==> src/rtl/stats_pkg.sv <==
package stats_pkg;

    typedef enum logic [1:0] {
        PH_IDLE   = 2'd0,
        PH_SQUARE = 2'd1,
        PH_ACCUM  = 2'd2
    } phase_t;

    typedef struct packed {
        logic carry;
        logic sum;
    } fa_out_t;

    function automatic fa_out_t full_add(input logic a, input logic b, input logic cin);
        fa_out_t r;
        r.sum   = a ^ b ^ cin;
        r.carry = (a & b) | (a & cin) | (b & cin);
        return r;
    endfunction

endpackage

==> src/rtl/serial_accum.sv <==
module serial_accum
    import stats_pkg::*;
#(
    parameter int IN_W = 32,
    parameter int W    = 48
) (
    input  logic            clk,
    input  logic            rst,
    input  logic            clr,
    input  logic            start,
    input  logic [IN_W-1:0] operand,
    output logic            busy,
    output logic [W-1:0]    total
);
    localparam int CW = (W > 1) ? $clog2(W) : 1;

    logic [W-1:0]  acc_q;
    logic [W-1:0]  opnd_q;
    logic          carry_q;
    logic [CW-1:0] bit_cnt;
    logic          busy_q;
    fa_out_t       fa;

    assign fa = full_add(acc_q[0], opnd_q[0], carry_q);

    always_ff @(posedge clk) begin
        if (rst || clr) begin
            acc_q   <= '0;
            opnd_q  <= '0;
            carry_q <= 1'b0;
            bit_cnt <= '0;
            busy_q  <= 1'b0;
        end else if (start) begin
            opnd_q  <= {{(W-IN_W){operand[IN_W-1]}}, operand};
            carry_q <= 1'b0;
            bit_cnt <= '0;
            busy_q  <= 1'b1;
        end else if (busy_q) begin
            acc_q   <= {fa.sum, acc_q[W-1:1]};
            opnd_q  <= {1'b0, opnd_q[W-1:1]};
            carry_q <= fa.carry;
            bit_cnt <= bit_cnt + 1'b1;
            if (bit_cnt == CW'(W-1))
                busy_q <= 1'b0;
        end
    end

    assign busy  = busy_q;
    assign total = acc_q;
endmodule

==> src/rtl/serial_squarer.sv <==
module serial_squarer #(
    parameter int W = 32
) (
    input  logic           clk,
    input  logic           rst,
    input  logic           start,
    input  logic [W-1:0]   sample,
    output logic           busy,
    output logic [2*W-1:0] square
);
    localparam int CW = (W > 1) ? $clog2(W) : 1;

    logic [W-1:0]   mag;
    logic [2*W-1:0] mcand_q;
    logic [W-1:0]   mplier_q;
    logic [2*W-1:0] prod_q;
    logic [CW-1:0]  step;
    logic           busy_q;

    assign mag = sample[W-1] ? (~sample + 1'b1) : sample;

    always_ff @(posedge clk) begin
        if (rst) begin
            mcand_q  <= '0;
            mplier_q <= '0;
            prod_q   <= '0;
            step     <= '0;
            busy_q   <= 1'b0;
        end else if (start) begin
            mcand_q  <= {{W{1'b0}}, mag};
            mplier_q <= mag;
            prod_q   <= '0;
            step     <= '0;
            busy_q   <= 1'b1;
        end else if (busy_q) begin
            if (mplier_q[0])
                prod_q <= prod_q + mcand_q;
            mcand_q  <= {mcand_q[2*W-2:0], 1'b0};
            mplier_q <= {1'b0, mplier_q[W-1:1]};
            step     <= step + 1'b1;
            if (step == CW'(W-1))
                busy_q <= 1'b0;
        end
    end

    assign busy   = busy_q;
    assign square = prod_q;
endmodule

==> src/rtl/window_stats.sv <==
module window_stats
    import stats_pkg::*;
#(
    parameter int DATA_W = 32,
    parameter int LOG2_F = 16
) (
    input  logic                clk,
    input  logic                rst,
    input  logic                sample_valid,
    input  logic [DATA_W-1:0]   sample_in,
    output logic [DATA_W-1:0]   mean_out,
    output logic [2*DATA_W-1:0] msq_out,
    output logic                window_done,
    output logic                busy
);
    localparam int MEAN_ACC_W = DATA_W + LOG2_F;
    localparam int SQ_W       = 2 * DATA_W;
    localparam int SQ_ACC_W   = SQ_W + LOG2_F;

    phase_t              phase;
    logic [DATA_W-1:0]   sample_q;
    logic [LOG2_F-1:0]   count;
    logic                sq_start, acc_start, acc_clr;
    logic                sq_busy, m_busy, s_busy;
    logic [SQ_W-1:0]     square;
    logic [MEAN_ACC_W-1:0] m_total;
    logic [SQ_ACC_W-1:0]   s_total;

    serial_squarer #(.W(DATA_W)) u_sq (
        .clk(clk), .rst(rst), .start(sq_start), .sample(sample_q),
        .busy(sq_busy), .square(square)
    );

    serial_accum #(.IN_W(DATA_W), .W(MEAN_ACC_W)) u_mean_acc (
        .clk(clk), .rst(rst), .clr(acc_clr), .start(acc_start),
        .operand(sample_q), .busy(m_busy), .total(m_total)
    );

    serial_accum #(.IN_W(SQ_W), .W(SQ_ACC_W)) u_sq_acc (
        .clk(clk), .rst(rst), .clr(acc_clr), .start(acc_start),
        .operand(square), .busy(s_busy), .total(s_total)
    );

    always_ff @(posedge clk) begin
        if (rst) begin
            phase       <= PH_IDLE;
            sample_q    <= '0;
            count       <= '0;
            sq_start    <= 1'b0;
            acc_start   <= 1'b0;
            acc_clr     <= 1'b0;
            mean_out    <= '0;
            msq_out     <= '0;
            window_done <= 1'b0;
        end else begin
            sq_start    <= 1'b0;
            acc_start   <= 1'b0;
            acc_clr     <= 1'b0;
            window_done <= 1'b0;
            unique case (phase)
                PH_IDLE: begin
                    if (sample_valid) begin
                        sample_q <= sample_in;
                        sq_start <= 1'b1;
                        phase    <= PH_SQUARE;
                    end
                end
                PH_SQUARE: begin
                    if (!sq_start && !sq_busy) begin
                        acc_start <= 1'b1;
                        phase     <= PH_ACCUM;
                    end
                end
                PH_ACCUM: begin
                    if (!acc_start && !m_busy && !s_busy) begin
                        phase <= PH_IDLE;
                        if (&count) begin
                            mean_out    <= m_total[MEAN_ACC_W-1:LOG2_F];
                            msq_out     <= s_total[SQ_ACC_W-1:LOG2_F];
                            window_done <= 1'b1;
                            acc_clr     <= 1'b1;
                            count       <= '0;
                        end else begin
                            count <= count + 1'b1;
                        end
                    end
                end
                default: phase <= PH_IDLE;
            endcase
        end
    end

    assign busy = (phase != PH_IDLE);
endmodule

==> config.mk <==
export PLATFORM = sky130hd
export DESIGN_NAME = window_stats
export DESIGN_NICKNAME = d
export VERILOG_FILES = /design/src/rtl/stats_pkg.sv /design/src/rtl/serial_accum.sv /design/src/rtl/serial_squarer.sv /design/src/rtl/window_stats.sv
export SDC_FILE = /design/constraint.sdc
export NUM_CORES = 1
export LEC_CHECK = 0
export BUFFER_PORTS_ARGS = -buffer_cell sky130_fd_sc_hd__buf_4
export CAP_MARGIN = 0
export CORE_ASPECT_RATIO = 0.8
export CORE_MARGIN = 4
export CORE_UTILIZATION = 35
export CTS_CLUSTER_DIAMETER = 120
export DETAILED_ROUTE_END_ITERATION = 8
export HOLD_SLACK_MARGIN = 0.1
export PLACE_DENSITY = 0.53
export SLEW_MARGIN = 20
export SYNTH_ARGS = -nofsm -noshare
export SYNTH_HDL_FRONTEND = slang
export SYNTH_SLANG_ARGS = --single-unit
==> constraint.sdc <==
create_clock -name clk -period 4.47 [get_ports clk]
set_clock_uncertainty 0.15 [all_clocks]
set_input_delay 0.447 -clock clk [delete_from_list [all_inputs] [get_ports clk]]
set_output_delay 0.447 -clock clk [all_outputs]
set_load 0.005 [all_outputs]
==> impl_metrics.toml <==
[status]
status = "completed"

[place]
io_buffers = 132
dpl_cell_area_um2 = 27800
dp.cells = 4181
gp_congestion = 0.867
hpwl_mm = 43.8

[clock_tree]
clk_latency_ns = 0.63
cts.sinks = 588
cts-root-buf = "clkbuf_16"
cts.repair.resized = 0
cts_buffer_depth = 3
cts_made_buffers = 59
htreeDepth = 2
cts_tree = "yes"
clk_pin_slew_worst_paths_ns = 0.06

[cells_and_area]
fin_area_um2 = 30200
final_common_cell = "nand2_1"
drive_gt1_share_pct = 9.29
area_growth_pct = 15.9
nNetsFinal = 3383
multi_input_area_um2 = 13400
fin_cells = 4327
fillers = 7599
diodes = 0
final_cell_mix = "nand2_1, dfxtp_1, a21oi_1, nor2_1, mux2i_1"
seqCellArea_um2 = 11800

[logic_synthesis]
synthCells = 3241
ys_top_cells_by_area = "dfxtp_1, a21oi_1, nand2_1"
syn_nets = 3348
ys_ff_latch = 588
async_reset_ff_share_pct = 0
synth_cell_types = 68
synth.largest_area_cell = "dfxtp_1"
yosysSeqAreaShare_pct = 45.1
synthFlopType = "dfxtp_1"
synth_top_area_share_pct = 45.1
synth_edf_count = 0
avgSynthCellArea_um2 = 8.05
yosys_warnings = 0
synth_area_um2 = 26100

[flow_run]
drv_cap = 0

[timing]
final_hold_viol_count = 0
drv_slew = 0
rsz0062_at_grt = "no"
fin_crit_sh_pct = 81.3
setup_tns_ns = 0
worst_slew_pin_slew_ns = 1.07
setup_violations = 0
slew_headroom_pct = 28.8
fmax_ghz = 0.275
layout_min_cycle_time_ns = 3.64

[power_and_ir_drop]
ir_drop_mv = 0.349
p_leak_nw = 11.2
power_density_nw_per_um2 = 385
p_total_w = 0.0116

[critical_path]
rrSetupSlack_ns = 0.83
worstPathArrival_ns = 4.00
cp.required_ns = 4.84
worstPathMaxFanout = 4
worst_setup_path_end_kind = "flip-flop"
worstSetupPathType = "reg -> reg"
r2r_cells = 13
r2r_end = "u_sq.square[60]$_SDFFE_PP0P_"
reg2reg_from = "u_sq.square[0]$_SDFFE_PP0P_"
start_kind = "flip-flop"

[routing]
wl_mm = 66.9
via_count = 21524
drtIter0Drc = 1432
viasPerCell = 4.97
wl_per_cell_um = 15.5
ant_nets = 0
drc_errors = 0
drtPass1Iterations = 5

[grt]
grt_pass1_vias = 20071
grt_use_met1_pct = 24.8
grt_usage_pct = 16.3
grt_max_degree = 93
use_met2_pct = 24.3
overflow = 0
grt_pass1_wl_mm = 108
grt-busiest-layer = "met1"
antenna_found_initial = 0
met3_usage_pct = 2.50

[min_path]
hold_start = "u_sq_acc.total[1]$_SDFFE_PP0P_"
hold_depth = 2
holdPathEnd = "u_sq_acc.total[0]$_SDFFE_PP0P_"
worstHoldPathType = "reg -> reg"

[floorplanning]
die-area_um2 = 79000
core_area_um2 = 73800
initial_core_util_pct = 35.3
dieWidth_um = 313
rows = 89
ioPinCount = 133
die_y_um = 252
-- sequential cells by signal, indices dropped and copies added, names as in the netlist, 2 cells and up --
name / flops
u_mean_acc.opnd_q: 48
u_sq_acc.total: 80
u_mean_acc.total: 48
u_sq.mplier_q: 32
count: 16
mean_out: 32
u_sq.step: 5
u_sq_acc.bit_cnt: 7
phase: 2
u_sq_acc.opnd_q: 80
sample_q: 32
u_sq.square: 64
msq_out: 64
u_mean_acc.bit_cnt: 6
u_sq.mcand_q: 64
-- kinds of logic (layout without fill, tap and decap cells) --
kind of cell | after synthesis | count (layout) | synth area share, %
AOI/OAI and AO/OA | 805 | 805 | 17.3
xor gates and xnor gates | 107 | 107 | 3.59
adders and majority gates | 72 | 72 | 3.54
buffers and inverters | 256 | 341 | 3.77
DFF | 588 | 588 | 45.1
muxes | 192 | 192 | 7.37
and+or+nand+nor | 1221 | 1221 | 19.3
-- synthesized netlist by cell type, types with 5 or more instances --
library cell  count
nand2b_1         12
a21o_1           36
xor2_1           67
inv_1            26
nand4_1          34
a21boi_0         28
and2_1            5
dfxtp_1         588
o21a_1           10
mux2i_1         191
o211ai_1          6
buf_1            25
ha_1             69
nor2_1          347
buf_2            17
nor2b_1          17
xnor2_1          40
nor3_1           43
o21ai_0          62
nand2_1         694
and3_1            8
o21bai_1         14
o21ai_1           6
nor4_1            8
nand3_1          19
clkbuf_1        186
or3_1             8
o31ai_1           9
a31oi_1          12
a21oi_1         572
a211oi_1         20
-- power by group --
part	leakage, nW	total [W]	switching [W]	internal [W]
Clock	1.02	0.00523	0.00217	0.00306
Combinational	5.43	0.000899	0.000574	0.000325
Sequential	4.76	0.00551	0.000148	0.00536
-- how the worst max path moves through the flow --
stage          cells past startpoint  slack, ns                           end                        start
6_report                          13       0.83  u_sq.square[60]$_SDFFE_PP0P_  u_sq.square[0]$_SDFFE_PP0P_
5_1_grt                           13       0.52  u_sq.square[60]$_SDFFE_PP0P_  u_sq.square[0]$_SDFFE_PP0P_
4_1_cts                           13       0.82  u_sq.square[60]$_SDFFE_PP0P_  u_sq.square[0]$_SDFFE_PP0P_
3_5_place_dp                      13       0.83  u_sq.square[60]$_SDFFE_PP0P_  u_sq.square[0]$_SDFFE_PP0P_
3_3_place_gp                      13       0.84  u_sq.square[60]$_SDFFE_PP0P_  u_sq.square[0]$_SDFFE_PP0P_
2_1_floorplan                     13       1.46  u_sq.square[60]$_SDFFE_PP0P_  u_sq.square[0]$_SDFFE_PP0P_
-- stage by stage --
stage               utilization, %  hold WS, ns  setup slack (ns)
detailed placement            37.7        0.294             0.834
finish                        41.0        0.300             0.834
floorplan                        -        0.282              1.46
CTS                           40.9        0.303             0.817
global placement              37.7        0.289             0.835
global route                  41.0        0.318             0.517
-- layer usage --
metal,part of all wire (%),up-vias
met5,0,-
met4,1.6,0
met3,3.8,79
met2,41,323
met1,53,10034
li1,-,11088
-- cell type report --
type / count / area share, %
multi-input cells: 2397 / 44.2
flip-flops and latches: 588 / 39.0
clock buffers: 87 / 5.90
repair buffers: 203 / 5.52
well taps: 1001 / 4.14
clock inverters: 24 / 0.910
inverters: 27 / 0.335
-- what timing repair did --
item | in CTS | in global routing
hold endpoints to repair | 48 | 0
buffers inserted | 0 | 0
hold buffers | 34 | 0
-- worst max-delay path, cell delays in order (launching register included) --
cell and delay, ns:
dfxtp_1 0.35, ha_1 0.21, inv_1 0.06, fa_1 0.38, nand2b_1 0.21, a211oi_1 0.35, nand2b_1 0.24, a31o_2 0.20
a31oi_1 0.18, o21ai_1 0.37, a21boi_1 0.19, o32ai_1 0.35, mux2i_1 0.22, nand2_1 0.06
No activity file was read; power rests on OpenSTA's default activity.
